$ cat src/rtl/asram_pkg.sv
package asram_pkg;

   typedef enum logic [2:0] {
      ST_IDLE,
      ST_SETUP,
      ST_WREL,
      ST_WDRV,
      ST_BGAP,
      ST_WRAP,
      ST_RD,
      ST_RDONE
   } asram_state_e;

   function automatic int imax(input int a, input int b);
      return (a > b) ? a : b;
   endfunction

endpackage

$ cat src/rtl/asram_timer.sv
module asram_timer #(
   parameter int CNT_W = 4
) (
   input  logic             clk,
   input  logic             rst_n,
   input  logic             load,
   input  logic [CNT_W-1:0] load_val,
   output logic             done
);
   logic [CNT_W-1:0] cnt_q;

   always_ff @(posedge clk or negedge rst_n) begin
      if (!rst_n) begin
         cnt_q <= '0;
      end else if (load) begin
         cnt_q <= load_val;
      end else if (cnt_q != '0) begin
         cnt_q <= cnt_q - 1'b1;
      end
   end

   assign done = (cnt_q == '0);
endmodule

$ cat src/rtl/asram_lane_strobe.sv
module asram_lane_strobe #(
   parameter int LANES = 2
) (
   input  logic [LANES-1:0] mask,
   input  logic             active,
   output logic [LANES-1:0] bs_n
);
   for (genvar g = 0; g < LANES; g++) begin : g_lane
      assign bs_n[g] = ~(active & mask[g]);
   end
endmodule

$ cat src/rtl/asram_rd_merge.sv
module asram_rd_merge #(
   parameter int LANES = 2
) (
   input  logic [LANES*8-1:0] din,
   input  logic [LANES-1:0]   mask,
   output logic [LANES*8-1:0] dout
);
   for (genvar g = 0; g < LANES; g++) begin : g_lane
      assign dout[g*8 +: 8] = mask[g] ? din[g*8 +: 8] : 8'h00;
   end
endmodule

$ cat src/rtl/asram_lane_ctrl.sv
module asram_lane_ctrl
   import asram_pkg::*;
#(
   parameter int ADDR_W        = 17,
   parameter int DATA_W        = 16,
   parameter int P_OE_SETUP    = 1,
   parameter int P_RELEASE     = 1,
   parameter int P_WE_PULSE    = 1,
   parameter int P_DATA_SETUP  = 1,
   parameter int P_ADDR_SETUP  = 1,
   parameter int P_BYTE_PULSE  = 1,
   parameter int P_BYTE_GAP    = 1,
   parameter int P_RECOVER     = 1,
   parameter int P_WRITE_CYCLE = 1,
   parameter int P_READ_ACCESS = 2
) (
   input  logic                    clk,
   input  logic                    rst_n,
   input  logic                    burst_en,
   input  logic                    req_valid,
   output logic                    req_ready,
   input  logic                    req_write,
   input  logic [ADDR_W-1:0]       req_addr,
   input  logic [DATA_W-1:0]       req_wdata,
   input  logic [DATA_W/8-1:0]     req_mask,
   output logic                    rsp_valid,
   output logic [DATA_W-1:0]       rsp_rdata,
   output logic [ADDR_W-1:0]       mem_addr,
   output logic                    mem_ce_n,
   output logic                    mem_oe_n,
   output logic                    mem_we_n,
   output logic [DATA_W/8-1:0]     mem_bs_n,
   output logic [DATA_W-1:0]       mem_dq_out,
   output logic                    mem_dq_oe,
   input  logic [DATA_W-1:0]       mem_dq_in
);
   localparam int LANES      = DATA_W / 8;
   localparam int L_DRV_ONE  = imax(imax(P_DATA_SETUP, P_WE_PULSE - P_RELEASE),
                                    imax(P_ADDR_SETUP - P_OE_SETUP - P_RELEASE, 1));
   localparam int L_DRV_BST  = imax(imax(P_DATA_SETUP, P_BYTE_PULSE), P_ADDR_SETUP);
   localparam int L_BUSY     = P_OE_SETUP + P_RELEASE + L_DRV_ONE;
   localparam int L_RECOVER  = imax(P_RECOVER, P_WRITE_CYCLE - L_BUSY);
   localparam int L_MAX      = imax(imax(imax(P_OE_SETUP, P_RELEASE), imax(L_DRV_ONE, L_DRV_BST)),
                                    imax(imax(P_BYTE_GAP, L_RECOVER), P_READ_ACCESS));
   localparam int CNT_W      = $clog2(L_MAX + 1);

   localparam logic [CNT_W-1:0] K_OE   = CNT_W'(P_OE_SETUP - 1);
   localparam logic [CNT_W-1:0] K_REL  = CNT_W'(P_RELEASE - 1);
   localparam logic [CNT_W-1:0] K_DRV1 = CNT_W'(L_DRV_ONE - 1);
   localparam logic [CNT_W-1:0] K_DRVB = CNT_W'(L_DRV_BST - 1);
   localparam logic [CNT_W-1:0] K_GAP  = CNT_W'(P_BYTE_GAP - 1);
   localparam logic [CNT_W-1:0] K_REC  = CNT_W'(L_RECOVER - 1);
   localparam logic [CNT_W-1:0] K_RD   = CNT_W'(P_READ_ACCESS - 1);

   // elaboration-time parameter checks
   if (DATA_W % 8 != 0 || DATA_W < 8) begin : g_bad_width
      $error("DATA_W must be a non-zero multiple of 8");
   end
   if (ADDR_W < 1) begin : g_bad_addr
      $error("ADDR_W must be at least 1");
   end
   if (P_OE_SETUP < 1 || P_RELEASE < 1 || P_WE_PULSE < 1 || P_DATA_SETUP < 1 ||
       P_ADDR_SETUP < 1 || P_BYTE_PULSE < 1 || P_BYTE_GAP < 1 || P_RECOVER < 1 ||
       P_WRITE_CYCLE < 1 || P_READ_ACCESS < 1) begin : g_bad_timing
      $error("every timing parameter must be at least one cycle");
   end

   asram_state_e          st_q, st_d;
   logic [ADDR_W-1:0]     addr_q;
   logic [DATA_W-1:0]     data_q;
   logic [LANES-1:0]      mask_q;
   logic [DATA_W-1:0]     rdata_q;
   logic [DATA_W-1:0]     merged;
   logic                  t_load;
   logic [CNT_W-1:0]      t_val;
   logic                  t_done;
   logic                  accept;
   logic                  burst_go;
   logic                  cap_rd;
   logic                  zero_rd;
   logic                  lanes_on;

   asram_timer #(.CNT_W(CNT_W)) u_timer (
      .clk      (clk),
      .rst_n    (rst_n),
      .load     (t_load),
      .load_val (t_val),
      .done     (t_done)
   );

   assign burst_go = burst_en && req_valid && req_write && (|req_mask);
   assign accept   = req_valid && req_ready;

   always_comb begin
      st_d      = st_q;
      t_load    = 1'b0;
      t_val     = '0;
      req_ready = 1'b0;
      cap_rd    = 1'b0;
      zero_rd   = 1'b0;
      unique case (st_q)
         ST_IDLE: begin
            req_ready = 1'b1;
            if (req_valid) begin
               if (req_mask == '0) begin
                  if (!req_write) begin
                     st_d    = ST_RDONE;
                     zero_rd = 1'b1;
                  end
               end else if (req_write) begin
                  st_d   = ST_SETUP;
                  t_load = 1'b1;
                  t_val  = K_OE;
               end else begin
                  st_d   = ST_RD;
                  t_load = 1'b1;
                  t_val  = K_RD;
               end
            end
         end
         ST_SETUP: if (t_done) begin
            st_d   = ST_WREL;
            t_load = 1'b1;
            t_val  = K_REL;
         end
         ST_WREL: if (t_done) begin
            st_d   = ST_WDRV;
            t_load = 1'b1;
            t_val  = K_DRV1;
         end
         ST_WDRV: if (t_done) begin
            t_load = 1'b1;
            if (burst_go) begin
               req_ready = 1'b1;
               st_d      = ST_BGAP;
               t_val     = K_GAP;
            end else begin
               st_d  = ST_WRAP;
               t_val = K_REC;
            end
         end
         ST_BGAP: if (t_done) begin
            st_d   = ST_WDRV;
            t_load = 1'b1;
            t_val  = K_DRVB;
         end
         ST_WRAP: if (t_done) begin
            st_d = ST_IDLE;
         end
         ST_RD: if (t_done) begin
            st_d   = ST_RDONE;
            cap_rd = 1'b1;
         end
         ST_RDONE: st_d = ST_IDLE;
         default:  st_d = ST_IDLE;
      endcase
   end

   asram_rd_merge #(.LANES(LANES)) u_merge (
      .din  (mem_dq_in),
      .mask (mask_q),
      .dout (merged)
   );

   always_ff @(posedge clk or negedge rst_n) begin
      if (!rst_n) begin
         st_q    <= ST_IDLE;
         addr_q  <= '0;
         data_q  <= '0;
         mask_q  <= '0;
         rdata_q <= '0;
      end else begin
         st_q <= st_d;
         if (accept) begin
            addr_q <= req_addr;
            data_q <= req_wdata;
            mask_q <= req_mask;
         end
         if (cap_rd) begin
            rdata_q <= merged;
         end else if (zero_rd) begin
            rdata_q <= '0;
         end
      end
   end

   assign lanes_on = (st_q == ST_WREL) || (st_q == ST_WDRV) || (st_q == ST_RD);

   asram_lane_strobe #(.LANES(LANES)) u_strobe (
      .mask   (mask_q),
      .active (lanes_on),
      .bs_n   (mem_bs_n)
   );

   assign mem_addr   = addr_q;
   assign mem_dq_out = data_q;
   assign mem_ce_n   = (st_q == ST_IDLE) || (st_q == ST_RDONE);
   assign mem_oe_n   = (st_q != ST_RD);
   assign mem_we_n   = !((st_q == ST_WREL) || (st_q == ST_WDRV) || (st_q == ST_BGAP));
   assign mem_dq_oe  = (st_q == ST_WDRV);
   assign rsp_valid  = (st_q == ST_RDONE);
   assign rsp_rdata  = rdata_q;
endmodule

$ cat config.mk
export PLATFORM = sky130hd
export DESIGN_NAME = asram_lane_ctrl
export DESIGN_NICKNAME = d
export VERILOG_FILES = /design/src/rtl/asram_pkg.sv /design/src/rtl/asram_timer.sv /design/src/rtl/asram_lane_strobe.sv /design/src/rtl/asram_rd_merge.sv /design/src/rtl/asram_lane_ctrl.sv
export SDC_FILE = /design/constraint.sdc
export NUM_CORES = 1
export LEC_CHECK = 0
export ABC_AREA = 1
export BUFFER_PORTS_ARGS = -buffer_cell sky130_fd_sc_hd__buf_2
export CAP_MARGIN = 20
export CORE_MARGIN = 2
export CORE_UTILIZATION = 45
export DETAILED_ROUTE_END_ITERATION = 10
export PLACE_DENSITY = 0.76
export SLEW_MARGIN = 20
export SYNTH_ARGS = -nofsm -noshare
export SYNTH_HDL_FRONTEND = slang
export SYNTH_SLANG_ARGS = --single-unit
$ cat constraint.sdc
create_clock -name clk -period 2.98 [get_ports clk]
set_input_delay 0.149 -clock clk [delete_from_list [all_inputs] [get_ports clk]]
set_output_delay 0.149 -clock clk [all_outputs]
set_load 0.02 [all_outputs]
Word level (Yosys, flattened, before mapping)

Index checks and enable logic that the tools add are counted.

Input bits: 56
Logic and storage cells: 78
Register bits after elaboration: 56
Output and inout port bits: 57

Add/subtract/negate cells: 1
Equality and inequality tests: 15
Reduce and logical (&&, ||, !) cells: 19
Multiplexer cells: 33
Bitwise logic cells: 4

Operators by type and width:

| cell                                             | number |
|---|---|
| 2-to-1 mux 16 bit                                | 2 |
| 2-to-1 mux 3 bit                                 | 9 |
| case mux 3 bit (7 select lines)                  | 1 |
| 2-to-1 mux 8 bit                                 | 2 |
| 2-to-1 mux 1 bit                                 | 15 |
| == test 3 bit, second input constant             | 4 |
| != test 2 bit, second input constant             | 4 |
| AND reduction 7 bit                              | 1 |
| == test 3 x 2 -> 1 bit, second input constant    | 2 |
| != test 3 bit, second input constant             | 2 |
| nonzero test 2 bit                               | 3 |
| logical AND 1 bit                                | 4 |
| logical NOT 2 bit                                | 2 |
| logical OR 1 bit                                 | 4 |
| 2-to-1 mux 2 bit                                 | 2 |
| != test 2 x 1 -> 1 bit, second input constant    | 2 |
| case mux 1 bit (2 select lines)                  | 2 |
| OR reduction 2 bit                               | 2 |
| OR reduction 4 bit                               | 1 |
| == test 3 x 1 -> 1 bit, second input constant    | 1 |
| logical NOT 3 bit                                | 1 |
| AND 1 bit                                        | 2 |
| inverter 1 bit                                   | 2 |
| subtractor 2 x 1 -> 2 bit, second input constant | 1 |
| logical NOT 1 bit                                | 1 |

Longest topological paths before layout

Gate-level depths: netlist of run 1.

Depth after elaboration: 7
Mapped depth: 10
Depth with buffers taken out: 9

Cells and area by module

From an unflattened synthesis of run 1, not the netlist that was laid out.

Cell total of the unflattened synthesis: 335
Area total of the unflattened synthesis: 2706.3 µm²

By module, submodules not included:

| module            | cells an instance | sequential area each (µm²) | instances | area each (µm²) |
|---|---|---|---|---|
| asram_lane_ctrl   | 282               | 1351.3                     | 1         | 2448.6 |
| asram_rd_merge    | 34                | 0.0                        | 1         | 130.1 |
| asram_timer       | 17                | 50.0                       | 1         | 120.1 |
| asram_lane_strobe | 2                 | 0.0                        | 1         | 7.5 |

Least setup slack after synthesis of run 1

Ideal clock, no wire load.

Path kind: register to register
Start: reg u_timer.cnt_q[0]
End: reg rdata_q[10] (netlist: rsp_rdata[10])
Arrival time: 1378 ps
Data required time: 2862 ps
Setup slack: 1484 ps
Library setup time: 118 ps
Stages on the path, launching flop included: 9
Period minus slack after synthesis: 1496 ps
Path through: dfrtp_1 > inv_1 > ha_1 > inv_1 > nor2_8 > inv_2 > buf_2 > nand3_1 > nand2_1

Cells in the longest elaborated chain, start to end: 4
Elaborated cells on any way between the ends: 5
Classes of those cells: 3 x mux; 2 x reduce/logical

Ends and longest elaborated chain:

| what                                                           | line                   | source |
|---|---|---|
| start, declared                                                | asram_timer.sv:10      | `logic [CNT_W-1:0] cnt_q;` |
| start signal, assigned                                         | asram_timer.sv:16      | `cnt_q <= load_val;` |
| start signal, assigned                                         | asram_timer.sv:18      | `cnt_q <= cnt_q - 1'b1;` |
| logical NOT 2 bit *                                            | asram_timer.sv:22      | `assign done = (cnt_q == '0);` |
| 2-to-1 mux 1 bit *                                             | asram_lane_ctrl.sv:150 | `ST_RD: if (t_done) begin` |
| 2-to-1 mux 1 bit *                                             | asram_lane_ctrl.sv:101 | `unique case (st_q)` |
| 2-to-1 mux 16 bit / nonzero test 2 bit (equally long branches) | -                      |  |
| end signal, assigned                                           | asram_lane_ctrl.sv:180 | `rdata_q <= merged;` |
| end, declared                                                  | asram_lane_ctrl.sv:72  | `logic [DATA_W-1:0] rdata_q;` |

Every way passes the cells marked *; elsewhere a longest branch is shown, timed or not.
A chain may end at the register's enable or synchronous reset.

Worst setup path in the final report of run 1

Start: reg st_q[2]
End: out req_ready

Cells in the longest elaborated chain, start to end: 2
Elaborated cells on any way between the ends: 3
Classes of those cells: 1 x eq/ne; 1 x mux; 1 x reduce/logical

Ends and longest elaborated chain:

| what                                                               | line                   | source |
|---|---|---|
| start, declared                                                    | asram_lane_ctrl.sv:68  | `asram_state_e st_q, st_d;` |
| start signal, assigned                                             | asram_lane_ctrl.sv:173 | `st_q <= st_d;` |
| == test 3 x 2 -> 1 bit / logical NOT 3 bit (equally long branches) | asram_lane_ctrl.sv:101 |  |
| case mux 1 bit (2 select lines) *                                  | asram_lane_ctrl.sv:101 |  |
| end, declared                                                      | asram_lane_ctrl.sv:21  | `output logic req_ready,` |

Marks and branches as above.

==> flow_summary.toml, run 1 <==
[run_status]
status = "completed"

[clock_network]
cts_buffers = 5
cts_tree = "done"
insertion_delay_ns = 0.31
cts.clk_slew.worst_paths_ns = 0.10
ctsRootBufferMaster = "clkbuf_8"
clock_sinks = 56
htreeDepth = 2
cts_buffer_depth = 2

[place]
dp_cells = 467
portBuffers = 112
placed_area_um2 = 3150
place_congestion = 0.849
dp_hpwl_um = 4590

[cells_and_area]
drive_gt1_share_pct = 35.9
diodes = 0
fin_area_um2 = 3250
fillers = 532
nets = 460
instances_no_fill = 476
utilization_pct = 58.6
area_growth_pct = 24.7

[global_route]
antenna_found_initial = 0
grt_overflow = 0
grt_pass1_vias = 2164
grt_max_degree = 42
grt_use_total_pct = 20.6
grt_first_pass_wirelength_um = 10200

[synth]
yosysWarnings = 0
synth-seq-cells = 56
synthCells = 296
syn-cell-area_um2 = 2600
synth_cell_types = 26
synth-seq-area-share_pct = 53.8
syn_area_per_cell_um2 = 8.80
synth_nets = 353

[hold_path]
hold_depth = 3
hp-class = "in2reg"

[floorplan]
io_pins = 113
die_h_um = 80.1
initial_utilization_pct = 47.0
rows = 27
dieArea_um2 = 6410
die_x_um = 80.1
core_area_um2 = 5540

[routing]
viasPerCell = 4.97
first_iter_violations = 153
dr.pass1.iters = 4
routed_wl_um = 6270
via_count = 2368
antenna_left = 0
wl_per_cell_um = 13.2
drt_drc_violations_left = 0

[critical_path]
cp.arrival_ns = 1.73
cp.depth = 6
crit_chain = "inv_1 -> nand2_1 -> nor2_4 -> nand3_4 -> nand2_8 -> buf_2"
crit_path_end_kind = "output port"
path_class = "reg2out"
critPathRequiredTime_ns = 2.83
worstSetupStartpointType = "register"
reg2reg_depth = 7
path_max_fanout = 37
slowest_stage = "dfrtp_1"
path_buf_inv = 2
cp_top_family = "simple AND/OR/NAND/NOR gates"
slowest_delay_ns = 0.44

[timing]
rsz0062_at_grt = "no"
min_period_ns = 1.88
post-route-period-util_pct = 63.2
clock_skew_ns = 0.0107
setup-violations-final = 0
max_slew_margin_pct = 39.6
finalMaxSlewViolations = 0
tightest_slew_ns = 0.906
max_freq_mhz = 531
final_hold_viol_count = 0
setup_tns_ns = 0

[power_and_ir_drop]
vdd_drop_max_mv = 0.568
power_uw = 3430
power_density_nw_per_um2 = 1060
p_leak_uw = 0.00191

[run]
maxCapViolCount = 0
==> worst min-delay path, delay by kind of cell <==
family	cells	cell delay (ns)
and+or+nand+nor	2	0.12
buffers and inverters	1	0.07
==> cell usage after synthesis <==
cell type,instances,share of area (%)
a21oi_1,3,0.58
buf_1,3,0.43
buf_2,3,0.58
buf_4,2,0.58
buf_6,5,2.2
buf_8,1,0.58
clkbuf_1,1,0.14
dfrtp_1,56,54
ha_1,1,0.48
inv_1,13,1.9
inv_2,5,0.72
nand2_1,93,13
nand2_2,12,2.9
nand2_8,2,1.5
nand3_1,72,14
nand3_2,1,0.38
nand3_4,1,0.67
nand3b_1,1,0.29
nand4_1,1,0.24
nor2_1,8,1.2
nor2_4,1,0.43
nor2_8,1,0.77
nor3_1,2,0.38
nor3_4,1,0.62
o21ai_0,6,1.2
o21ai_2,1,0.34
==> registers in the layout (all words and copies together) (netlist names) <==
signal and cells:
rsp_rdata 16, mem_dq_out 16, mem_addr 17, u_timer.cnt_q 2
st_q 3, mask_q 2
==> routing by layer <==
layer / vias up / share of wire (%) / wire length [um] / track usage (%)
met5: - / 0 / 0 / 0
met4: 0 / 1.9 / 117 / 7.63
met3: 10 / 4.2 / 266 / 3.71
met2: 64 / 53 / 3340 / 35.8
met1: 1120 / 41 / 2550 / 25.4
li1: 1174 / - / - / -
==> what timing repair did <==
item / CTS / global route
hold buffers: 1 / 0
endpoints found under the hold margin: 4 / 0
resized for setup: 0 / 0
setup buffers: 0 / 0
==> through the flow <==
stage	setup WS [ns]	hold slack (ns)
2_1_floorplan	1.48	-0.147
3_3_place_gp	1.29	0.340
3_5_place_dp	1.19	0.335
4_1_cts	1.10	0.0581
5_1_grt	0.965	0.0548
6_report	1.10	0.0642
==> power breakdown <==
part / internal, uW / total (uW) / switching, uW / leakage, uW
Combinational: 552 / 1710 / 1160 / 0.00115
Sequential: 1090 / 1320 / 231 / 0.000714
Clock: 169 / 407 / 239 / 0.0000424
Total: 1810 / 3430 / 1630 / 0.00191
==> layout by cell type, fill, tap and decap left out <==
| cell type | count |
|---|---|
| buf_2 | 112 |
| nor3_1 | 2 |
| clkinv_4 | 1 |
| inv_1 | 13 |
| nand3_2 | 1 |
| ha_1 | 1 |
| nand2_1 | 93 |
| a21oi_1 | 3 |
| nand3_4 | 1 |
| o21ai_2 | 1 |
| o21ai_0 | 6 |
| buf_4 | 2 |
| dlygate4sd3_1 | 1 |
| nand4_1 | 1 |
| nand3b_1 | 1 |
| inv_2 | 5 |
| nand2_8 | 2 |
| dfrtp_1 | 56 |
| nand2_2 | 12 |
| clkbuf_1 | 2 |
| nand3_1 | 72 |
| nor3_4 | 1 |
| nor2_1 | 8 |
| nor2_4 | 1 |
| clkbuf_8 | 5 |
| nor2_8 | 1 |
==> worst paths after layout <==
kind / to / from / slack, ns
setup / recovery: req_ready / st_q[2]$_DFFE_PN0P_ / 1.10
hold / removal: mem_addr[9]$_DFFE_PN0P_ / req_addr[9] / 0.06
setup reg to reg: rsp_rdata[2]$_DFFE_PN0P_ / u_timer.cnt_q[0]$_DFFE_PN0P_ / 1.23
hold reg to reg: mem_dq_out[8]$_DFFE_PN0P_ / mem_dq_out[8]$_DFFE_PN0P_ / 0.47
max in group asynchronous: st_q[1]$_DFFE_PN0P_ / rst_n / 1.72
min in group asynchronous: u_timer.cnt_q[0]$_DFFE_PN0P_ / rst_n / 0.50
==> logic make-up after synthesis <==
| group | count (synthesis) | share of synthesized area [%] |
|---|---|---|
| compound gates | 10 | 2.07 |
| simple gates | 196 | 36.6 |
| buf+inv | 33 | 7.06 |
| fa+ha+maj | 1 | 0.480 |
| flops | 56 | 53.8 |
==> layout make-up <==
class / count / area, um2 / area share, %
clock buffer: 7 / 76.3 / 2.35
tap: 72 / 90.1 / 2.77
timing repair buffer: 115 / 586 / 18.0
inverter: 18 / 67.6 / 2.08
multi-input combinational: 207 / 1020 / 31.4
sequential: 56 / 1400 / 43.1
clock inverter: 1 / 8.76 / 0.270
Note: power is estimated with default switching activity, not from simulation.
==> run 2, diff against run 1 <==
==> constraint.sdc (replaced) <==
create_clock -name clk -period 1.8 [get_ports clk]
set_input_delay 0.09 -clock clk [delete_from_list [all_inputs] [get_ports clk]]
set_output_delay 0.09 -clock clk [all_outputs]
set_load 0.02 [all_outputs]
==> run 2 against run 1 <==
Net effect:
- clock power up 65%
- core utilization up 0.75 points
- global-route usage down 0.64 points
- sequential power up 64%
- largest power group unchanged
==> flow_summary.toml, run 2 (synthesis gave the netlist of run 1 again) <==
[clock_network]
htreeDepth = 2
clock_sinks = 56
cts_tree = "done"
ctsRootBufferMaster = "clkbuf_8"
cts.clk_slew.worst_paths_ns = 0.10
insertion_delay_ns = 0.30
cts_buffers = 5
cts_buffer_depth = 2

[cells_and_area]
area_growth_pct = 26.3
layout_commonest_cell = "buf_2"
drive_gt1_share_pct = 36.5
final_cell_mix = "buf_2, nand2_1, nand3_1"
diodes = 0
utilization_pct = 59.4
instances_no_fill = 480
fillers = 527
nets = 464
largest_register_ffs = 17

[power_and_ir_drop]
vdd_drop_max_mv = 0.987
p_leak_uw = 0.00193
power_density_nw_per_um2 = 1750

[critical_path]
crit_path_end_kind = "output port"
path_max_fanout = 13
worstSetupStartpointType = "register"
crit_chain = "inv_1 -> nand2_1 -> nor2_4 -> nand3_4 -> nand2_8 -> buf_2"
slowest_delay_ns = 0.44
critPathRequiredTime_ns = 1.71
cp_top_family = "simple AND/OR/NAND/NOR gates"
path_buf_inv = 2
path_class = "reg2out"
cp.arrival_ns = 1.66
slowest_stage = "dfrtp_1"

[timing]
clock_skew_ns = 0.00940
tightest_slew_ns = 0.700
min_period_ns = 1.75
worst_slack_ns = 0.0520
post-route-period-util_pct = 97.1
max_slew_margin_pct = 53.4
rsz0062_at_grt = "yes"
setup-violations-final = 0
final_hold_viol_count = 0
max_freq_mhz = 572
finalMaxSlewViolations = 0

[global_route]
grt_pass1_vias = 2203
antenna_found_initial = 0
grt_max_degree = 57
grt_first_pass_wirelength_um = 9980
grt_use_total_pct = 19.9
grt_overflow = 0

[place]
dp_slack_ns = 0.162
portBuffers = 112
dp_hpwl_um = 4440
dp_cells = 469
place_congestion = 0.880

[routing]
dr.pass1.iters = 4
first_iter_violations = 97
via_count = 2337
drt_drc_violations_left = 0
antenna_left = 0
wl_per_cell_um = 13.2
viasPerCell = 4.87
routed_wl_um = 6310

[run]
maxCapViolCount = 0

[hold_path]
hp-class = "in2reg"

[floorplan]
die_x_um = 80.1
core_area_um2 = 5540
initial_utilization_pct = 47.0
die_h_um = 80.1
rows = 27
dieArea_um2 = 6410
io_pins = 113

[run_status]
status = "completed"
==> run 2: cell count changes in the layout (fill, tap and decap cells not counted), sizes merged <==
cell / change
buf: +3
nand2: +1
==> run 2: final cells by class <==
cell class	count	area (um2)	share of cell area, %
multi-input combinational	208	1040	31.6
timing repair buffer	118	608	18.5
inverter	18	67.6	2.05
sequential	56	1400	42.6
clock inverter	1	8.76	0.266
tap	72	90.1	2.74
clock buffer	7	76.3	2.32
==> run 2: where the power goes <==
group	leakage (uW)	switching, uW	internal (uW)	total [uW]
clock network	0.0000424	394	279	673
registers	0.000714	372	1800	2170
logic	0.00118	1960	947	2910
==> run 2: through the flow <==
stage / area (um2) / power (uW) / TNS [ns] / hold slack, ns
floorplan: 2610 / 4240 / 0 / -0.206
detailed placement: 3170 / 5080 / 0 / 0.275
global route: 3290 / 6230 / -0.0502 / 0.00458
CTS: 3260 / 5760 / 0 / 0.00342
finish: 3290 / 5750 / 0 / 0.00935
global placement: 3170 / 5000 / 0 / 0.266
==> run 2: worst register-to-register path, stage by stage, from the launching register on <==
cell and delay, ns:
dfrtp_1 0.44, inv_1 0.13, nand2_1 0.13, nor2_4 0.16, nand3_4 0.13, nand2_8 0.16
nand2_8 0.19, nand2_1 0.12, nand2_1 0.06
==> run 2: per-layer routing <==
metal	wire length, um	vias to the layer above	track usage, %	share of wire [%]
li1	-	1182	-	-
met1	2660	1092	25.5	42
met2	3350	56	34.8	53
met3	228	7	2.36	3.6
met4	78	0	7.12	1.2
met5	0	-	0	0
==> run 2: timing repair <==
action,4_1_cts,5_1_grt
hold endpoints to repair,56,0
hold buffers,1,0
setup buffers,0,1
endpoints found under the setup margin,0,2
gates resized for setup,0,1
==> run 2: final timing paths <==
| path | slack, ns | end | start | cells past startpoint |
|---|---|---|---|---|
| worst min register to register | 0.47 | mem_addr[0]$_DFFE_PN0P_ | mem_addr[0]$_DFFE_PN0P_ | 2 |
| worst max-delay path | 0.05 | req_ready | st_q[2]$_DFFE_PN0P_ | 6 |
| worst max register to register | 0.17 | mem_addr[5]$_DFFE_PN0P_ | st_q[2]$_DFFE_PN0P_ | 8 |
| max in group asynchronous | 0.89 | u_timer.cnt_q[0]$_DFFE_PN0P_ | rst_n | 3 |
| worst min-delay path | 0.009 | mem_dq_out[7]$_DFFE_PN0P_ | req_wdata[7] | 3 |
| min in group asynchronous | 0.45 | rsp_rdata[2]$_DFFE_PN0P_ | rst_n | 3 |
